File: src/rtl/ctl_pkg.sv
// Package: shared encodings of the control decoder.
// Assumes a 6-bit opcode field and a 4-bit ALU function code.
package ctl_pkg;
    localparam int OPC_W    = 6;
    localparam int NIB_W    = 4;
    localparam int PCSEL_W  = 3;
    localparam int WDSEL_W  = 2;
    localparam int ALUFN_W  = 4;

    typedef enum logic [PCSEL_W-1:0] {
        PCS_SEQ = 3'd0,
        PCS_BR  = 3'd1,
        PCS_JR  = 3'd2,
        PCS_ILL = 3'd3,
        PCS_IRQ = 3'd4
    } pcsel_t;

    typedef enum logic [WDSEL_W-1:0] {
        WDS_PC4 = 2'd0,
        WDS_ALU = 2'd1,
        WDS_MEM = 2'd2
    } wdsel_t;

    typedef enum logic [ALUFN_W-1:0] {
        FN_ADD   = 4'd0,
        FN_SUB   = 4'd1,
        FN_CMPEQ = 4'd2,
        FN_CMPLT = 4'd3,
        FN_CMPLE = 4'd4,
        FN_AND   = 4'd5,
        FN_OR    = 4'd6,
        FN_XOR   = 4'd7,
        FN_SHL   = 4'd8,
        FN_SHR   = 4'd9,
        FN_SRA   = 4'd10,
        FN_PASSA = 4'd11
    } alufn_t;

    typedef enum logic [3:0] {
        CL_ALU_R,
        CL_ALU_L,
        CL_LD,
        CL_ST,
        CL_JMP,
        CL_BEQ,
        CL_BNE,
        CL_LDR,
        CL_ILL
    } opclass_t;
endpackage

File: src/rtl/ctl_alufn.sv
// Module: ctl_alufn
// Maps the low opcode nibble of an ALU-class instruction to the ALU
// function code and reports whether the nibble names a supported operation.
// Assumes multiply, divide and the gaps in the map are unsupported.
module ctl_alufn
    import ctl_pkg::*;
(
    input  logic [NIB_W-1:0] nibble,
    output alufn_t           fn,
    output logic             valid
);
    // Lookup of the function code for each nibble value.
    always_comb begin
        valid = 1'b1;
        fn    = FN_ADD;
        case (nibble)
            4'd0:    fn = FN_ADD;
            4'd1:    fn = FN_SUB;
            4'd4:    fn = FN_CMPEQ;
            4'd5:    fn = FN_CMPLT;
            4'd6:    fn = FN_CMPLE;
            4'd8:    fn = FN_AND;
            4'd9:    fn = FN_OR;
            4'd10:   fn = FN_XOR;
            4'd12:   fn = FN_SHL;
            4'd13:   fn = FN_SHR;
            4'd14:   fn = FN_SRA;
            default: valid = 1'b0;
        endcase
    end
endmodule

File: src/rtl/ctl_opclass.sv
// Module: ctl_opclass
// Sorts the opcode into an instruction class. ALU opcodes whose function
// is unsupported, and every unlisted opcode, fall into the illegal class.
// Assumes alu_ok comes from ctl_alufn for the same opcode.
module ctl_opclass
    import ctl_pkg::*;
(
    input  logic [OPC_W-1:0] opcode,
    input  logic             alu_ok,
    output opclass_t         op_class
);
    localparam logic [OPC_W-1:0] OP_LD  = 6'b011000;
    localparam logic [OPC_W-1:0] OP_ST  = 6'b011001;
    localparam logic [OPC_W-1:0] OP_JMP = 6'b011011;
    localparam logic [OPC_W-1:0] OP_BEQ = 6'b011101;
    localparam logic [OPC_W-1:0] OP_BNE = 6'b011110;
    localparam logic [OPC_W-1:0] OP_LDR = 6'b011111;

    // Class selection from the two top bits, then the exact codes.
    always_comb begin
        op_class = CL_ILL;
        case (opcode[OPC_W-1 -: 2])
            2'b10: op_class = alu_ok ? CL_ALU_R : CL_ILL;
            2'b11: op_class = alu_ok ? CL_ALU_L : CL_ILL;
            2'b01: begin
                case (opcode)
                    OP_LD:   op_class = CL_LD;
                    OP_ST:   op_class = CL_ST;
                    OP_JMP:  op_class = CL_JMP;
                    OP_BEQ:  op_class = CL_BEQ;
                    OP_BNE:  op_class = CL_BNE;
                    OP_LDR:  op_class = CL_LDR;
                    default: op_class = CL_ILL;
                endcase
            end
            default: op_class = CL_ILL;
        endcase
    end
endmodule

File: src/rtl/ctl_pcsel.sv
// Module: ctl_pcsel
// Chooses the next-PC source from the class, the zero flag and the
// interrupt request. An interrupt outranks every class.
module ctl_pcsel
    import ctl_pkg::*;
(
    input  opclass_t op_class,
    input  logic     zero,
    input  logic     irq,
    output pcsel_t   pc_sel
);
    // Priority: interrupt, then class-specific source.
    always_comb begin
        pc_sel = PCS_SEQ;
        if (irq) begin
            pc_sel = PCS_IRQ;
        end else begin
            case (op_class)
                CL_JMP:  pc_sel = PCS_JR;
                CL_BEQ:  pc_sel = zero ? PCS_BR : PCS_SEQ;
                CL_BNE:  pc_sel = zero ? PCS_SEQ : PCS_BR;
                CL_ILL:  pc_sel = PCS_ILL;
                default: pc_sel = PCS_SEQ;
            endcase
        end
    end
endmodule

File: src/rtl/ctl_decoder.sv
// Module: ctl_decoder (top)
// Combinational control unit of a single-cycle processor. It produces all
// datapath selects and write enables for one instruction. Traps save PC+4
// into register 30 via wa_sel. Holds no state, so it has no clock or reset.
module ctl_decoder
    import ctl_pkg::*;
(
    input  logic [OPC_W-1:0]   opcode,
    input  logic               zero,
    input  logic               irq,
    output logic [PCSEL_W-1:0] pc_sel,
    output logic               ra2_sel,
    output logic               a_sel,
    output logic               b_sel,
    output logic [ALUFN_W-1:0] alu_fn,
    output logic [WDSEL_W-1:0] wd_sel,
    output logic               rf_we,
    output logic               wa_sel,
    output logic               mem_we
);
    alufn_t   nib_fn;
    logic     nib_ok;
    opclass_t op_class;
    pcsel_t   pc_next;
    alufn_t   fn_q;
    wdsel_t   wd_q;

    ctl_alufn u_alufn (
        .nibble (opcode[NIB_W-1:0]),
        .fn     (nib_fn),
        .valid  (nib_ok)
    );

    ctl_opclass u_opclass (
        .opcode   (opcode),
        .alu_ok   (nib_ok),
        .op_class (op_class)
    );

    ctl_pcsel u_pcsel (
        .op_class (op_class),
        .zero     (zero),
        .irq      (irq),
        .pc_sel   (pc_next)
    );

    // Per-class datapath steering; traps override everything else.
    always_comb begin
        ra2_sel = 1'b0;
        a_sel   = 1'b0;
        b_sel   = 1'b0;
        fn_q    = FN_ADD;
        wd_q    = WDS_PC4;
        rf_we   = 1'b0;
        wa_sel  = 1'b0;
        mem_we  = 1'b0;
        if (irq || op_class == CL_ILL) begin
            rf_we  = 1'b1;
            wa_sel = 1'b1;
        end else begin
            case (op_class)
                CL_ALU_R: begin fn_q = nib_fn; wd_q = WDS_ALU; rf_we = 1'b1; end
                CL_ALU_L: begin fn_q = nib_fn; wd_q = WDS_ALU; rf_we = 1'b1; b_sel = 1'b1; end
                CL_LD:    begin b_sel = 1'b1; wd_q = WDS_MEM; rf_we = 1'b1; end
                CL_ST:    begin b_sel = 1'b1; ra2_sel = 1'b1; mem_we = 1'b1; end
                CL_JMP, CL_BEQ, CL_BNE: rf_we = 1'b1;
                CL_LDR:   begin a_sel = 1'b1; fn_q = FN_PASSA; wd_q = WDS_MEM; rf_we = 1'b1; end
                default:  rf_we = 1'b0;
            endcase
        end
    end

    // Output packing to plain vectors.
    always_comb begin
        pc_sel = pc_next;
        alu_fn = fn_q;
        wd_sel = wd_q;
    end

    // Cross-checks between the next-PC unit and the steering logic.
    always_comb begin
        if (pc_next == PCS_ILL || pc_next == PCS_IRQ) begin
            AST_TRAP_SAVES_LINK: assert (wa_sel && rf_we && wd_q == WDS_PC4 && !mem_we)
                else $error("trap without link save");
        end
        if (irq) begin
            AST_IRQ_FIRST: assert (pc_next == PCS_IRQ && !mem_we)
                else $error("interrupt not first");
        end
        if (wa_sel) begin
            AST_LINK_ONLY_TRAP: assert (pc_next == PCS_ILL || pc_next == PCS_IRQ)
                else $error("link write outside trap");
        end
        if (mem_we) begin
            AST_STORE_NO_RF: assert (!rf_we && ra2_sel && pc_next == PCS_SEQ)
                else $error("store with register write");
        end
        if (!irq && opcode == 6'b011101) begin
            AST_BEQ_ZERO: assert (pc_next == (zero ? PCS_BR : PCS_SEQ))
                else $error("beq target wrong");
        end
    end
endmodule

File: config.mk
export PLATFORM = sky130hd
export DESIGN_NAME = ctl_decoder
export DESIGN_NICKNAME = d
export VERILOG_FILES = /design/src/rtl/ctl_pkg.sv /design/src/rtl/ctl_alufn.sv /design/src/rtl/ctl_opclass.sv /design/src/rtl/ctl_pcsel.sv /design/src/rtl/ctl_decoder.sv
export SDC_FILE = /design/constraint.sdc
export NUM_CORES = 1
export LEC_CHECK = 0
export BUFFER_PORTS_ARGS = -buffer_cell sky130_fd_sc_hd__buf_2
export CAP_MARGIN = 40
export CORE_AREA = 8 8 45 47
export DETAILED_ROUTE_END_ITERATION = 8
export DIE_AREA = 0 0 53 55
export GPL_TIMING_DRIVEN = 0
export PLACE_DENSITY = 0.72
export SETUP_SLACK_MARGIN = 0.05
export SLEW_MARGIN = 30
export SYNTH_ARGS = -nofsm -noshare
export SYNTH_HDL_FRONTEND = slang
export SYNTH_SLANG_ARGS = --single-unit
File: constraint.sdc
create_clock -name vclk -period 1.8
set_input_delay 0.36 -clock vclk [all_inputs]
set_output_delay 0.36 -clock vclk [all_outputs]
set_load 0.01 [all_outputs]
==> results of run 1 <==
==> cell type report <==
| type | instances | area [µm²] |
|---|---|---|
| Fill cell | 134 | 561 |
| Buffer | 9 | 83.8 |
| Multi-Input combinational cell | 61 | 494 |
| Tap cell | 16 | 20.0 |
| Timing Repair Buffer | 32 | 225 |
==> where the power goes <==
part	internal, µW	leakage [µW]	switching, µW
clock network	0	0	0
registers	0	0	0
logic	93.0	0.000366	97.5
total	93.0	0.000366	97.5
==> worst min path at each step <==
stage	start	to	slack [ns]	cells past startpoint
6_report	irq	mem_we	1.06	3
5_1_grt	irq	mem_we	1.08	3
4_1_cts	irq	mem_we	1.06	3
3_5_place_dp	irq	mem_we	1.05	3
3_3_place_gp	irq	mem_we	1.04	3
2_1_floorplan	irq	mem_we	0.76	1
==> cells by family after synthesis <==
| logic type | synth area share [%] |
|---|---|
| AND/OR/NAND/NOR | 53.3 |
| XOR/XNOR | 1.91 |
| buffers and inverters | 13.7 |
| AO/OA/AOI/OAI | 31.1 |
==> cells in the final DEF, fill, tap and decap left out, types with 2 or more instances in the layout <==
cell,count
sky130_fd_sc_hd__buf_2,17
sky130_fd_sc_hd__buf_4,14
sky130_fd_sc_hd__buf_6,7
sky130_fd_sc_hd__nor2_1,6
sky130_fd_sc_hd__nand2_1,6
sky130_fd_sc_hd__a21oi_1,5
sky130_fd_sc_hd__nand2b_1,3
sky130_fd_sc_hd__o21ai_0,3
sky130_fd_sc_hd__nor3b_1,3
sky130_fd_sc_hd__nor2b_1,3
sky130_fd_sc_hd__nor2_4,2
sky130_fd_sc_hd__and2_1,2
sky130_fd_sc_hd__or3_1,2
==> worst max-delay path, stage by stage <==
cell and delay [ns]:
sky130_fd_sc_hd__buf_6 0.07, sky130_fd_sc_hd__buf_6 0.10, sky130_fd_sc_hd__and4b_1 0.23, sky130_fd_sc_hd__and2b_2 0.18, sky130_fd_sc_hd__nor3_2 0.05, sky130_fd_sc_hd__or4_4 0.52
sky130_fd_sc_hd__buf_6 0.14
==> layer usage <==
| layer | part of all wire (%) | GRT usage [%] | up-vias |
|---|---|---|---|
| met5 | 0 | 0 | - |
| met4 | 0 | 0.431 | 0 |
| met3 | 6.4 | 1.07 | 0 |
| met2 | 52 | 19.7 | 15 |
| met1 | 41 | 12.7 | 291 |
| li1 | - | - | 317 |
==> metrics by stage <==
step	setup TNS [ns]	instances	setup WS [ns]	util [%]
3_3_place_gp	-1.11	108	-0.258	45.1
4_1_cts	-0.769	115	-0.153	54.2
2_1_floorplan	0	70	0.0123	-
5_1_grt	-1.85	118	-0.243	59.5
3_5_place_dp	-1.21	108	-0.253	45.1
6_report	-1.15	118	-0.215	59.5
==> repair_timing <==
| item | in CTS | in global routing |
|---|---|---|
| resized for setup | 18 | 13 |
| buffers inserted | 7 | 2 |
| gates cloned | 0 | 1 |
| hold endpoints to repair | 0 | 0 |
| pin swaps | 4 | 4 |
| setup endpoints to repair | 13 | 13 |
==> run_summary.xml, run 1 <==
<?xml version="1.0" encoding="UTF-8"?>
<metrics>
  <group name="grt">
    <metric name="grt.total_usage" unit="%">10.4</metric>
    <metric name="initial_antenna_violation_count" unit="">0</metric>
    <metric name="grt_overflow_total" unit="">0</metric>
    <metric name="grt_first_pass_wirelength" unit="µm">2500</metric>
    <metric name="grt_max_degree" unit="">11</metric>
    <metric name="first_global_vias" unit="">547</metric>
  </group>
  <group name="finish">
    <metric name="regArea" unit="µm²">0</metric>
    <metric name="diode_insertion_count_for_antenna_repair" unit="">0</metric>
    <metric name="layout-area-overhead-vs-synth" unit="%">79.8</metric>
    <metric name="finish.instance_area" unit="µm²">823</metric>
    <metric name="sequential_cell_total" unit="">0</metric>
    <metric name="clock_buffers" unit="">0</metric>
    <metric name="finish.net_count" unit="">112</metric>
    <metric name="final_layout_size_suffix_gt1_share" unit="%">56.9</metric>
  </group>
  <group name="logic_synthesis">
    <metric name="synth.top_cell.area_share" unit="%">8.20</metric>
    <metric name="synth_area_leader_cell" unit="">sky130_fd_sc_hd__buf_4</metric>
    <metric name="yosysWarnings" unit="">0</metric>
    <metric name="synth_commonest_cells" unit="">sky130_fd_sc_hd__nor2_1, sky130_fd_sc_hd__nand2_1, sky130_fd_sc_hd__a21oi_1, sky130_fd_sc_hd__buf_4</metric>
    <metric name="yosys.cell_count.top_type" unit="">sky130_fd_sc_hd__nor2_1</metric>
    <metric name="synth-seq-area-share" unit="%">0</metric>
    <metric name="top_area_cells_in_the_synthesized_netlist" unit="">sky130_fd_sc_hd__buf_4, sky130_fd_sc_hd__nor2_1, sky130_fd_sc_hd__nor3b_1</metric>
    <metric name="syn_area_per_cell" unit="µm²">6.54</metric>
    <metric name="mappedNetlistArea" unit="µm²">458</metric>
    <metric name="syn_inst" unit="">70</metric>
    <metric name="synthDistinctLibCells" unit="">31</metric>
    <metric name="synth_fp_nets" unit="">78</metric>
  </group>
  <group name="clocking">
    <metric name="cts-hold-fix-buffers" unit="">0</metric>
  </group>
  <group name="sta">
    <metric name="max_slew.worst_pin.slew" unit="ns">0.349</metric>
    <metric name="fin_crit" unit="ns">2.02</metric>
    <metric name="grt_setup_unrepaired" unit="">yes</metric>
    <metric name="whs" unit="ns">1.06</metric>
    <metric name="slew_headroom" unit="%">76.7</metric>
    <metric name="report.final.hold_viol_count" unit="">0</metric>
    <metric name="layout_worst_path_cycle_share" unit="%">112</metric>
    <metric name="slew_viol_final" unit="">0</metric>
    <metric name="layout_setup_ws" unit="ns">-0.215</metric>
    <metric name="timing.fmax" unit="MHz">496</metric>
    <metric name="setup_violations" unit="">11</metric>
  </group>
  <group name="setup_path">
    <metric name="timing_worst_setup_path_type" unit="">primary input to output port</metric>
    <metric name="cp-end-kind" unit="">output port</metric>
    <metric name="crit_arrival" unit="ns">1.66</metric>
    <metric name="crit_end" unit="">rf_we</metric>
    <metric name="launching_instance_or_port_of_the_critical_path" unit="">opcode[3]</metric>
    <metric name="critical_path_required" unit="ns">1.44</metric>
    <metric name="start_kind" unit="">primary input</metric>
    <metric name="path_max_fanout" unit="">5</metric>
  </group>
  <group name="power">
    <metric name="post-layout-total-power" unit="µW">191</metric>
    <metric name="power.leakage" unit="µW">0.000366</metric>
    <metric name="ir_drop" unit="V">0.0000819</metric>
    <metric name="power_per_cell_area" unit="mW/mm²">231</metric>
  </group>
  <group name="floorplan">
    <metric name="design.die.area" unit="mm²">0.00292</metric>
    <metric name="die_height" unit="µm">55</metric>
    <metric name="floorplan.initialDensity" unit="%">33.1</metric>
    <metric name="fp.dieW" unit="µm">53</metric>
    <metric name="rows" unit="">14</metric>
    <metric name="i_o_pin_count" unit="">23</metric>
    <metric name="coreArea" unit="mm²">0.00138</metric>
  </group>
  <group name="status">
    <metric name="violations" unit="">setup timing</metric>
    <metric name="status" unit="">complete, but fails checks</metric>
  </group>
  <group name="placed_design">
    <metric name="post_dp_cell_area" unit="µm²">624</metric>
    <metric name="buffer_ports.inserted" unit="">22</metric>
    <metric name="detailed_place_hpwl" unit="µm">1130</metric>
    <metric name="gp_congestion" unit="">0.837</metric>
  </group>
  <group name="detailed_routing">
    <metric name="drc" unit="">0</metric>
    <metric name="vias" unit="">623</metric>
    <metric name="antenna_left" unit="">0</metric>
    <metric name="routed_via_density" unit="">5.28</metric>
    <metric name="finalWirelength" unit="µm">1720</metric>
    <metric name="route.detailed.wl_per_inst" unit="µm">14.5</metric>
    <metric name="detailedRoute.firstPassIterationCount" unit="">4</metric>
    <metric name="drt_first_iter_violations" unit="">6</metric>
  </group>
  <group name="job">
    <metric name="cap_violations" unit="">0</metric>
  </group>
  <group name="min_path">
    <metric name="timing.hold.worst.class" unit="">primary input to output port</metric>
  </group>
</metrics>
No activity file was read; power rests on OpenSTA's default activity.
==> run 2: changes to the inputs <==
Settings changed: CAP_MARGIN 40 to 20, PLACE_DENSITY 0.72 to 0.7.
==> run_summary.xml, run 2 (synthesis gave the netlist of run 1 again) <==
<?xml version="1.0" encoding="UTF-8"?>
<metrics>
  <group name="detailed_routing">
    <metric name="finalWirelength" unit="µm">1660</metric>
    <metric name="drt_first_iter_violations" unit="">8</metric>
    <metric name="antenna_left" unit="">0</metric>
    <metric name="route.detailed.wl_per_inst" unit="µm">14.3</metric>
    <metric name="drc" unit="">0</metric>
    <metric name="detailedRoute.firstPassIterationCount" unit="">4</metric>
    <metric name="routed_via_density" unit="">5.30</metric>
    <metric name="vias" unit="">615</metric>
  </group>
  <group name="sta">
    <metric name="slew_viol_final" unit="">0</metric>
    <metric name="setup_violations" unit="">9</metric>
    <metric name="layout_setup_ws" unit="ns">-0.183</metric>
    <metric name="report.final.hold_viol_count" unit="">0</metric>
    <metric name="fin_setup_tns" unit="ns">-1.08</metric>
    <metric name="grt_setup_unrepaired" unit="">yes</metric>
    <metric name="layout_worst_path_cycle_share" unit="%">110</metric>
    <metric name="whs" unit="ns">1.05</metric>
    <metric name="fin_crit" unit="ns">1.98</metric>
    <metric name="timing.fmax" unit="MHz">504</metric>
    <metric name="max_slew.worst_pin.slew" unit="ns">0.257</metric>
    <metric name="slew_headroom" unit="%">82.8</metric>
  </group>
  <group name="power">
    <metric name="post-layout-total-power" unit="µW">183</metric>
    <metric name="power_per_cell_area" unit="mW/mm²">233</metric>
    <metric name="power.leakage" unit="µW">0.000346</metric>
    <metric name="ir_drop" unit="V">0.0000786</metric>
  </group>
  <group name="status">
    <metric name="status" unit="">complete, but fails checks</metric>
    <metric name="violations" unit="">setup timing</metric>
  </group>
  <group name="finish">
    <metric name="final_layout_size_suffix_gt1_share" unit="%">52.0</metric>
    <metric name="sequential_cell_total" unit="">0</metric>
    <metric name="regArea" unit="µm²">0</metric>
    <metric name="layout-area-overhead-vs-synth" unit="%">71.6</metric>
    <metric name="final_common_cell" unit="">sky130_fd_sc_hd__buf_2</metric>
    <metric name="finish.net_count" unit="">110</metric>
    <metric name="layout.cells.most_common_list" unit="">sky130_fd_sc_hd__buf_2, sky130_fd_sc_hd__buf_4, sky130_fd_sc_hd__nor2_1, sky130_fd_sc_hd__buf_6, sky130_fd_sc_hd__nand2_1</metric>
    <metric name="finalCoreUtilization" unit="%">56.8</metric>
    <metric name="clock_buffers" unit="">0</metric>
    <metric name="diode_insertion_count_for_antenna_repair" unit="">0</metric>
  </group>
  <group name="setup_path">
    <metric name="timing.critical_path.buf_inv" unit="">4</metric>
    <metric name="launching_instance_or_port_of_the_critical_path" unit="">opcode[2]</metric>
    <metric name="cp.depth" unit="">7</metric>
    <metric name="critical_path_required" unit="ns">1.44</metric>
    <metric name="cp_slowest_stage_delay" unit="ns">0.40</metric>
    <metric name="start_kind" unit="">primary input</metric>
    <metric name="crit_arrival" unit="ns">1.62</metric>
    <metric name="slowest_stage" unit="">sky130_fd_sc_hd__or3_4</metric>
    <metric name="critPathTopFamily" unit="">simple AND/OR/NAND/NOR gates</metric>
    <metric name="timing_worst_setup_path_type" unit="">primary input to output port</metric>
    <metric name="cp-end-kind" unit="">output port</metric>
    <metric name="path_max_fanout" unit="">5</metric>
    <metric name="cp_cell_sequence" unit="">buf_12, buf_8, or3_4, a211oi_4, nor4_4, buf_4, buf_6</metric>
    <metric name="crit_end" unit="">ra2_sel</metric>
  </group>
  <group name="floorplan">
    <metric name="die_height" unit="µm">55</metric>
    <metric name="rows" unit="">14</metric>
    <metric name="floorplan.initialDensity" unit="%">33.1</metric>
    <metric name="coreArea" unit="mm²">0.00138</metric>
    <metric name="design.die.area" unit="mm²">0.00292</metric>
    <metric name="i_o_pin_count" unit="">23</metric>
    <metric name="fp.dieW" unit="µm">53</metric>
  </group>
  <group name="grt">
    <metric name="first_global_vias" unit="">573</metric>
    <metric name="grt.total_usage" unit="%">10.7</metric>
    <metric name="grt_first_pass_wirelength" unit="µm">2580</metric>
    <metric name="grt_max_degree" unit="">11</metric>
    <metric name="initial_antenna_violation_count" unit="">0</metric>
    <metric name="grt_overflow_total" unit="">0</metric>
  </group>
  <group name="placed_design">
    <metric name="dp_slack" unit="ns">-0.251</metric>
    <metric name="gp_congestion" unit="">0.837</metric>
    <metric name="buffer_ports.inserted" unit="">22</metric>
    <metric name="detailed_place_hpwl" unit="µm">1170</metric>
  </group>
  <group name="min_path">
    <metric name="timing.hold.worst.class" unit="">primary input to output port</metric>
  </group>
  <group name="job">
    <metric name="cap_violations" unit="">0</metric>
  </group>
  <group name="clocking">
    <metric name="cts-hold-fix-buffers" unit="">0</metric>
  </group>
</metrics>
run 2: worst min-delay path by stage:
stage | from | end | slack [ns] | cells past startpoint
global placement | irq | mem_we | 1.04 | 3
global route | irq | mem_we | 1.08 | 3
finish | irq | mem_we | 1.05 | 3
detailed placement | irq | mem_we | 1.06 | 3
floorplan | irq | mem_we | 0.76 | 1
CTS | irq | mem_we | 1.06 | 3
run 2: cell type report:
class,count,area [µm²]
fill,129,598
multi-input combinational,61,468
timing repair buffer,30,210
buffer,9,87.6
tap,16,20.0
run 2: power by group:
group	switching [µW]	internal, µW
clock network	0	0
logic	92.6	90.6
registers	0	0
run 2: what timing repair did:
item | CTS | global route
resized for setup | 16 | 9
buffers inserted | 7 | 1
setup endpoints to repair | 13 | 14
pin swaps | 5 | 4
run 2: per-layer routing:
| layer | vias to the layer above | share of wire [%] | GRT usage, % | routed length [µm] |
|---|---|---|---|---|
| li1 | 314 | - | - | - |
| met5 | - | 0 | 0 | 0 |
| met1 | 283 | 43 | 13.1 | 714 |
| met3 | 0 | 5.7 | 0.535 | 94 |
| met4 | 0 | 0 | 0 | 0 |
| met2 | 18 | 51 | 21.1 | 846 |
run 2: per-stage QoR:
| step | cell area, µm² | cells |
|---|---|---|
| global placement | 624 | 108 |
| floorplan | 494 | 70 |
| CTS | 743 | 115 |
| global route | 786 | 116 |
| detailed placement | 624 | 108 |
| finish | 786 | 116 |
run 2: worst min-delay path: stages:
cell and delay [ns]:
sky130_fd_sc_hd__buf_2 0.14, sky130_fd_sc_hd__nor4_4 0.06, sky130_fd_sc_hd__buf_2 0.13
==> run 3: changes to the inputs <==
Settings changed: CORE_AREA 8 8 45 47 to 2 2 39 41, DIE_AREA 0 0 53 55 to 0 0 41 43, PLACE_DENSITY 0.7 to 0.62, SETUP_SLACK_MARGIN 0.05 to default.
==> run_summary.xml, run 3 (synthesis gave the netlist of run 1 again) <==
<?xml version="1.0" encoding="UTF-8"?>
<metrics>
  <group name="grt">
    <metric name="grt_first_pass_wirelength" unit="µm">2460</metric>
    <metric name="global_route.peak_usage_layer" unit="">met2</metric>
    <metric name="grtUsageMet1" unit="%">26.6</metric>
    <metric name="first_global_vias" unit="">544</metric>
    <metric name="initial_antenna_violation_count" unit="">0</metric>
    <metric name="grt.total_usage" unit="%">18.8</metric>
    <metric name="grt_overflow_total" unit="">0</metric>
    <metric name="grt_use_met3" unit="%">0</metric>
    <metric name="gr-usage-met2" unit="%">31.9</metric>
    <metric name="grt_max_degree" unit="">11</metric>
  </group>
  <group name="setup_path">
    <metric name="critical_path_required" unit="ns">1.44</metric>
    <metric name="cp.depth" unit="">7</metric>
    <metric name="timing_worst_setup_path_type" unit="">primary input to output port</metric>
    <metric name="cp_cell_sequence" unit="">buf_8, buf_6, and4b_1, and2b_1, nor3_2, or4_1, buf_2</metric>
    <metric name="start_kind" unit="">primary input</metric>
    <metric name="cp-end-kind" unit="">output port</metric>
    <metric name="path_max_fanout" unit="">6</metric>
    <metric name="slowest_stage" unit="">sky130_fd_sc_hd__or4_1</metric>
    <metric name="crit_end" unit="">rf_we</metric>
    <metric name="crit_arrival" unit="ns">1.61</metric>
    <metric name="critPathTopFamily" unit="">simple AND/OR/NAND/NOR gates</metric>
    <metric name="timing.critical_path.buf_inv" unit="">3</metric>
    <metric name="cp_slowest_stage_delay" unit="ns">0.45</metric>
    <metric name="launching_instance_or_port_of_the_critical_path" unit="">opcode[3]</metric>
  </group>
  <group name="sta">
    <metric name="report.final.hold_viol_count" unit="">0</metric>
    <metric name="slew_headroom" unit="%">80.8</metric>
    <metric name="fin_crit" unit="ns">1.97</metric>
    <metric name="setup_violations" unit="">13</metric>
    <metric name="layout_worst_path_cycle_share" unit="%">109</metric>
    <metric name="max_slew.worst_pin.slew" unit="ns">0.288</metric>
    <metric name="layout_setup_ws" unit="ns">-0.166</metric>
    <metric name="timing.fmax" unit="MHz">509</metric>
    <metric name="slew_viol_final" unit="">0</metric>
    <metric name="grt_setup_unrepaired" unit="">yes</metric>
  </group>
  <group name="finish">
    <metric name="layout-area-overhead-vs-synth" unit="%">72.7</metric>
    <metric name="finalCoreUtilization" unit="%">57.1</metric>
    <metric name="regArea" unit="µm²">0</metric>
    <metric name="sequential_cell_total" unit="">0</metric>
    <metric name="final_common_cell" unit="">sky130_fd_sc_hd__buf_2</metric>
    <metric name="finish.net_count" unit="">109</metric>
    <metric name="layout.cells.most_common_list" unit="">sky130_fd_sc_hd__buf_2, sky130_fd_sc_hd__buf_6, sky130_fd_sc_hd__buf_4, sky130_fd_sc_hd__nor2_1, sky130_fd_sc_hd__nand2_1</metric>
    <metric name="layoutNonFillerInstCount" unit="">115</metric>
    <metric name="diode_insertion_count_for_antenna_repair" unit="">0</metric>
    <metric name="clock_buffers" unit="">0</metric>
    <metric name="filler_cell_count" unit="">134</metric>
    <metric name="final_layout_size_suffix_gt1_share" unit="%">55.6</metric>
  </group>
  <group name="floorplan">
    <metric name="i_o_pin_count" unit="">23</metric>
    <metric name="rows" unit="">14</metric>
    <metric name="floorplan.initialDensity" unit="%">33.1</metric>
    <metric name="coreArea" unit="mm²">0.00138</metric>
    <metric name="fp.dieW" unit="µm">41</metric>
    <metric name="die_height" unit="µm">43</metric>
    <metric name="design.die.area" unit="mm²">0.00176</metric>
  </group>
  <group name="detailed_routing">
    <metric name="routed_via_density" unit="">5.57</metric>
    <metric name="drc" unit="">0</metric>
    <metric name="finalWirelength" unit="µm">1500</metric>
    <metric name="antenna_left" unit="">0</metric>
    <metric name="route.detailed.wl_per_inst" unit="µm">13.0</metric>
    <metric name="drt_first_iter_violations" unit="">26</metric>
    <metric name="detailedRoute.firstPassIterationCount" unit="">4</metric>
    <metric name="vias" unit="">641</metric>
  </group>
  <group name="job">
    <metric name="cap_violations" unit="">0</metric>
  </group>
  <group name="power">
    <metric name="power.leakage" unit="µW">0.000340</metric>
    <metric name="post-layout-total-power" unit="µW">179</metric>
    <metric name="ir_drop" unit="V">0.0000985</metric>
    <metric name="power_per_cell_area" unit="mW/mm²">227</metric>
  </group>
  <group name="placed_design">
    <metric name="detailed_place_hpwl" unit="µm">936</metric>
    <metric name="numPlacedInstances" unit="">108</metric>
    <metric name="buffer_ports.inserted" unit="">22</metric>
    <metric name="dp_slack" unit="ns">-0.268</metric>
    <metric name="gp_congestion" unit="">0.825</metric>
  </group>
  <group name="min_path">
    <metric name="timing.hold.worst.class" unit="">primary input to output port</metric>
  </group>
  <group name="status">
    <metric name="status" unit="">complete, but fails checks</metric>
    <metric name="violations" unit="">setup timing</metric>
  </group>
</metrics>
-- run 3: repair_timing --
item | 4_1_cts | 5_1_grt
endpoints found under the setup margin | 10 | 14
pin swaps | 7 | 1
setup buffers | 5 | 2
hold buffers | 0 | 0
gates cloned | 1 | 0
gates resized for setup | 26 | 11
-- run 3: layout make-up --
| cell class | count | area, µm² | area share (%) |
|---|---|---|---|
| multi-input combinational | 61 | 470 | 59.5 |
| buffer | 9 | 92.6 | 11.7 |
| timing repair buffer | 29 | 208 | 26.3 |
| tap | 16 | 20.0 | 2.53 |
-- run 3: worst min path at each step --
stage / from / to / slack, ns / cells past startpoint
4_1_cts: irq / mem_we / 1.03 / 3
6_report: irq / mem_we / 1.02 / 3
3_5_place_dp: irq / mem_we / 1.03 / 3
2_1_floorplan: irq / mem_we / 0.76 / 1
5_1_grt: irq / mem_we / 1.05 / 3
3_3_place_gp: irq / mem_we / 1.03 / 3
-- run 3: metrics by stage --
stage	setup TNS, ns	cell area, µm²	hold WS (ns)
after floorplan	-0.0518	472	0.758
after global placement	-1.41	602	1.03
after detailed placement	-1.43	602	1.03
after CTS	-0.576	746	1.03
after global routing	-1.78	791	1.05
final	-1.05	791	1.02
-- run 3: per-layer routing --
metal  vias up  share of wire [%]
met1       311                 43
met5         -                  0
li1        311                  -
met3         2                3.5
met4         0               0.94
met2        17                 52
-- run 3: report_power, final --
| group | switching (µW) | internal, µW |
|---|---|---|
| clock network | 0 | 0 |
| registers | 0 | 0 |
| logic | 90.0 | 89.5 |
